==> src/rtl/burst_read_seq.sv <==
module burst_read_seq #(
  parameter int CNT_W      = 16,
  parameter int FIRST_LAT  = 40,
  parameter int IDLE_SLOTS = 2
) (
  input  logic             clk,
  input  logic             rst_n,
  input  logic             start,
  input  logic [31:0]      base_addr,
  input  logic [CNT_W-1:0] word_count,
  input  logic             blk16,
  output logic             busy,
  output logic             addr_valid,
  output logic [31:0]      addr_out,
  output logic             beat_valid,
  output logic [63:0]      beat_data,
  output logic [CNT_W-1:0] beat_idx,
  output logic             done,
  output logic             err,
  output logic [31:0]      cycle_total
);
  localparam int BEATS = 2;
  localparam int SLOTS = BEATS + IDLE_SLOTS;
  localparam int SW    = (SLOTS > 1) ? $clog2(SLOTS) : 1;
  localparam int LW    = $clog2(FIRST_LAT + 1);
  localparam int BIG_GROUPS = 4;

  typedef enum logic [2:0] {S_IDLE, S_ADDR, S_WAIT, S_XFER, S_DONE} st_t;

  st_t             st;
  logic            big;
  logic [31:0]     base;
  logic [CNT_W-1:0] total, widx;
  logic [LW-1:0]   lat;
  logic [SW-1:0]   slot;
  logic [1:0]      grp;
  logic [31:0]     cyc;
  logic            err_q;

  wire count_ok = (word_count != '0) &&
                  (blk16 ? (word_count[3:0] == 4'd0) : (word_count[1:0] == 2'd0));
  wire [1:0] last_grp  = big ? 2'(BIG_GROUPS - 1) : 2'd0;
  wire       slot_last = (slot == SW'(SLOTS - 1));
  wire       in_beat   = (slot < SW'(BEATS));

  always_ff @(posedge clk) begin
    if (!rst_n) begin
      st    <= S_IDLE;
      big   <= 1'b0;
      base  <= '0;
      total <= '0;
      widx  <= '0;
      lat   <= '0;
      slot  <= '0;
      grp   <= '0;
      cyc   <= '0;
      err_q <= 1'b0;
    end else begin
      err_q <= 1'b0;
      case (st)
        S_IDLE: if (start) begin
          if (count_ok) begin
            st    <= S_ADDR;
            big   <= blk16;
            base  <= base_addr;
            total <= word_count;
            widx  <= '0;
            cyc   <= '0;
          end else begin
            err_q <= 1'b1;
          end
        end
        S_ADDR: begin
          cyc  <= cyc + 32'd1;
          lat  <= '0;
          grp  <= '0;
          slot <= '0;
          st   <= S_WAIT;
        end
        S_WAIT: begin
          cyc <= cyc + 32'd1;
          lat <= lat + LW'(1);
          if (lat == LW'(FIRST_LAT - 1)) st <= S_XFER;
        end
        S_XFER: begin
          cyc  <= cyc + 32'd1;
          slot <= slot + SW'(1);
          if (in_beat) widx <= widx + CNT_W'(2);
          if (slot_last) begin
            slot <= '0;
            if (grp == last_grp) st <= (widx == total) ? S_DONE : S_ADDR;
            else grp <= grp + 2'd1;
          end
        end
        S_DONE: st <= S_IDLE;
        default: st <= S_IDLE;
      endcase
    end
  end

  wire [31:0] lo_word = base + 32'(widx);

  assign busy        = (st != S_IDLE);
  assign addr_valid  = (st == S_ADDR);
  assign addr_out    = lo_word;
  assign beat_valid  = (st == S_XFER) && in_beat;
  assign beat_data   = {lo_word + 32'd1, lo_word};
  assign beat_idx    = widx;
  assign done        = (st == S_DONE);
  assign err         = err_q;
  assign cycle_total = cyc;

  a_r2_addr_single: assert property (@(posedge clk) disable iff (!rst_n)
    addr_valid |=> !addr_valid);
  a_r3_no_beat_after_addr: assert property (@(posedge clk) disable iff (!rst_n)
    addr_valid |=> !beat_valid);
  a_r4_beat_pair: assert property (@(posedge clk) disable iff (!rst_n)
    $rose(beat_valid) |=> beat_valid);
  a_r5_pair_then_idle: assert property (@(posedge clk) disable iff (!rst_n)
    (beat_valid && $past(beat_valid)) |=> !beat_valid);
  a_r4_idx_step: assert property (@(posedge clk) disable iff (!rst_n)
    (beat_valid && $past(beat_valid)) |-> (beat_idx == $past(beat_idx) + CNT_W'(2)));
  a_r7_done_single: assert property (@(posedge clk) disable iff (!rst_n)
    done |=> (!done && !busy));
  a_r9_err_idle: assert property (@(posedge clk) disable iff (!rst_n)
    err |-> !busy);
  a_r7_total_hold: assert property (@(posedge clk) disable iff (!rst_n)
    (!busy && !$past(busy)) |-> $stable(cycle_total));
endmodule

==> config.mk <==
export PLATFORM = sky130hd
export DESIGN_NAME = burst_read_seq
export DESIGN_NICKNAME = d
export VERILOG_FILES = /design/src/rtl/burst_read_seq.sv
export SDC_FILE = /design/constraint.sdc
export NUM_CORES = 1
export LEC_CHECK = 0
export BUFFER_PORTS_ARGS = -buffer_cell sky130_fd_sc_hd__buf_4
export CORE_UTILIZATION = 55
export CTS_CLUSTER_SIZE = 20
export DETAILED_ROUTE_END_ITERATION = 8
export PLACE_DENSITY = 0.8
export REMOVE_ABC_BUFFERS = 1
export SYNTH_ARGS = -nofsm -noshare
export SYNTH_HDL_FRONTEND = slang
export SYNTH_SLANG_ARGS = --single-unit
==> constraint.sdc <==
create_clock -name clk -period 10.1 [get_ports clk]
set_clock_uncertainty 0.05 [all_clocks]
set_input_delay 2.02 -clock clk [delete_from_list [all_inputs] [get_ports clk]]
set_output_delay 2.02 -clock clk [all_outputs]
set_load 0.005 [all_outputs]
==> impl_metrics.py <==
metrics = {
    "status": {
        "status": "complete, no violations",
    },
    "logic_synthesis": {
        "synth_area_leader_cell": "dfxtp_1",
        "ys_seq_elements": 110,
        "synth_top_area_frac": 0.313,
        "synthArstFlopShare": 0,
        "synth_edf_count": 0,
        "ys_seq_area_frac": 0.313,
        "synth_area_per_cell_um2": 8.12,
        "synth_flop_cell": "dfxtp_1",
        "yosysWarnings": 0,
        "synthTopCellsByArea": "dfxtp_1, xor2_1, nand2_1, a21boi_0, xnor2_1",
        "syn_area_um2": 7050,
        "syn-instance-count": 868,
        "yosysUniqueCellTypes": 74,
    },
    "min_path": {
        "worstHoldEndpoint": "base[11]",
        "holdCritPathClass": "flop to flop",
        "worstHoldPathCells": 2,
        "worstHoldStart": "base[11]",
    },
    "power": {
        "p_per_area_nw_per_um2": 122,
        "p_leak_uw": 0.00378,
        "p_clk_frac": 0.352,
        "ir_drop_mv": 0.143,
        "total_power_uw": 1060,
        "p_int_uw": 772,
        "seqPwrFrac": 0.457,
        "p_sw_uw": 292,
        "power_frac_comb": 0.191,
        "swShare": 0.274,
    },
    "cts": {
        "cts_buffers": 9,
        "clockRootBuffer": "clkbuf_16",
        "tritoncts": "done",
        "clkSinkCount": 110,
        "h-tree-depth": 3,
        "post_cts_resized": 0,
        "clk_latency_ns": 0.34,
        "ctsHoldBuffers": 0,
        "cts_setup_buffers": 0,
        "clk_path_buf_depth": 2,
        "clk_pin_slew_ns": 0.06,
    },
    "critical_path": {
        "r2r_start": "st[1]",
        "cp_slowest_cell": "dfxtp_1",
        "cpPeakStageDelay_ns": 0.45,
        "path_cells": "ha_1 > a21oi_1 > o221ai_2 > o211ai_4 > a21oi_2 > xor2_1 > nand4b_1 > nor4b_2 > xor2_1 > buf_4",
        "rr_endpoint": "beat_idx[13]",
        "worstPathArrival_ns": 3.58,
        "endpoint_kind": "primary output",
        "cp_num_buf_inv": 1,
        "rr_worst_depth": 9,
        "r2r_setup_slack_ns": 7.02,
        "crit_top_cell": "xor2_1",
        "startpoint_type": "flop",
        "cp_top_family": "compound AO/OA/AOI/OAI gates",
        "crit_type": "flop to primary output",
        "critPathMaxFanout": 12,
        "crit_required_ns": 8.03,
    },
    "timing": {
        "timing.hold.ws_ns": 0.420,
        "rsz0062_at_grt": "no",
        "max_clock_freq_mhz": 177,
        "hold_viol": 0,
        "layout_min_cycle_time_ns": 5.65,
        "worst_pin_slew_ns": 0.661,
        "fin_setup_tns_ns": 0,
        "setup_violations": 0,
        "finalCritPeriodShare": 0.560,
        "slew_headroom": 0.556,
        "maxSlewViolCount": 0,
    },
    "placed_design": {
        "io_buffers": 199,
        "place_congestion": 0.902,
        "dp_hpwl_um": 13200,
        "place_area_um2": 8370,
    },
    "global_route": {
        "gr-usage-met3": 0.0648,
        "grt_use_met2": 0.453,
        "grtUsageMet1": 0.340,
        "grt_most_used_layer": "met2",
        "grt_pass1_vias": 5938,
        "antenna_found_initial": 0,
        "grt.overflow.total": 0,
        "grt_pass1_wl_um": 28400,
        "grt_max_degree": 69,
        "grt_usage": 0.266,
    },
    "floorplanning": {
        "row_count": 40,
        "die-area_um2": 13300,
        "core_um2": 12300,
        "start_util": 0.575,
        "die_y_um": 115,
        "fp.dieW_um": 115,
        "io_pins": 201,
    },
    "route": {
        "viasPerCell": 5.39,
        "drtIter0Drc": 288,
        "ant_nets": 0,
        "vias": 6379,
        "drt-total-wl_um": 17300,
        "drtPass1Iterations": 5,
        "drc": 0,
        "wl_per_cell_um": 14.6,
    },
    "cells_and_area": {
        "n_antenna_cell": 0,
        "layout_common_cells": "buf_4, nand2_1, dfxtp_1",
        "fin_nets": 1082,
        "area.growth.synth_to_final_pct": 23.4,
        "final_common_cell": "buf_4",
        "final_util": 0.709,
        "layout-drive-gt1-share": 0.251,
        "fin_area_um2": 8690,
    },
    "run": {
        "max_cap_viol_count": 0,
    },
}
[area by class of cell]
class                           count  area [um^2]
Sequential cell                   110         2200
Tap cell                          168          210
Timing Repair Buffer              202         1520
Clock inverter                      3         67.6
Inverter                           17         63.8
Multi-Input combinational cell    670         4380
Clock buffer                       13          250
Fill cell                        1029         3570
[registers in the layout (all words and copies together) (netlist names)]
signal and cells:
err 1, base 32, total 16, lat 6, slot 2, cycle_total 32, big 1, grp 2
beat_idx 15, st 3
[layer usage]
| layer | wire length [um] | vias up |
|---|---|---|
| li1 | - | 3269 |
| met1 | 8010 | 2923 |
| met2 | 8060 | 174 |
| met3 | 1050 | 13 |
| met4 | 173 | 0 |
| met5 | 0 | - |
[synth_stat cells, types with 6 or more instances]
| library cell | number |
|---|---|
| a21boi_0 | 51 |
| nor4_1 | 7 |
| o21a_1 | 6 |
| ha_1 | 20 |
| nor3_1 | 16 |
| buf_4 | 36 |
| xnor2_1 | 34 |
| a211oi_1 | 6 |
| nor2b_1 | 11 |
| and3_1 | 12 |
| nor2_1 | 67 |
| nand4_1 | 19 |
| nand2_1 | 148 |
| dfxtp_1 | 110 |
| a21oi_1 | 24 |
| clkbuf_1 | 26 |
| nand3_1 | 42 |
| and2_1 | 14 |
| xor2_1 | 68 |
| a21o_1 | 6 |
| inv_1 | 17 |
| buf_2 | 8 |
| a21oi_2 | 6 |
| nor4_2 | 6 |
| o21ai_0 | 12 |
[power by group through the flow]
stage          combinational, uW  clock [uW]  sequential [uW]
6_report                     204         375              486
5_1_grt                      224         400              490
4_1_cts                      204         381              485
3_5_place_dp                 203           0              494
3_3_place_gp                 200           0              494
2_1_floorplan                113           0              487
[tightest hold or removal path, stage by stage (launching register included)]
cell and delay (ns):
dfxtp_1 0.31, nand2_1 0.05, a21boi_0 0.06
[worst max path at each step]
stage | endpoint | start | cells past startpoint | slack [ns]
5_1_grt | beat_data[62] | beat_idx[6] | 10 | 4.09
6_report | beat_data[59] | beat_idx[6] | 10 | 4.45
3_5_place_dp | beat_data[61] | beat_idx[6] | 10 | 4.84
2_1_floorplan | beat_idx[13] | word_count[2] | 8 | 4.40
3_3_place_gp | beat_data[63] | beat_idx[6] | 10 | 4.92
4_1_cts | beat_data[61] | beat_idx[6] | 10 | 4.46
[through the flow]
stage | setup WS [ns] | std cells
5_1_grt | 4.09 | 1183
4_1_cts | 4.46 | 1183
3_5_place_dp | 4.84 | 1167
3_3_place_gp | 4.92 | 1167
6_report | 4.45 | 1183
2_1_floorplan | 4.40 | 797
[kinds of logic after synthesis]
group / count (synthesis) / share of synthesized area
simple gates: 379 / 0.267
compound gates: 159 / 0.171
mux: 2 / 0.00302
flops: 110 / 0.313
xor+xnor: 109 / 0.143
other cells: 1 / 0.000532
fa+ha+maj: 20 / 0.0355
buf+inv: 88 / 0.0675
Power figures use the tool's default switching activity.
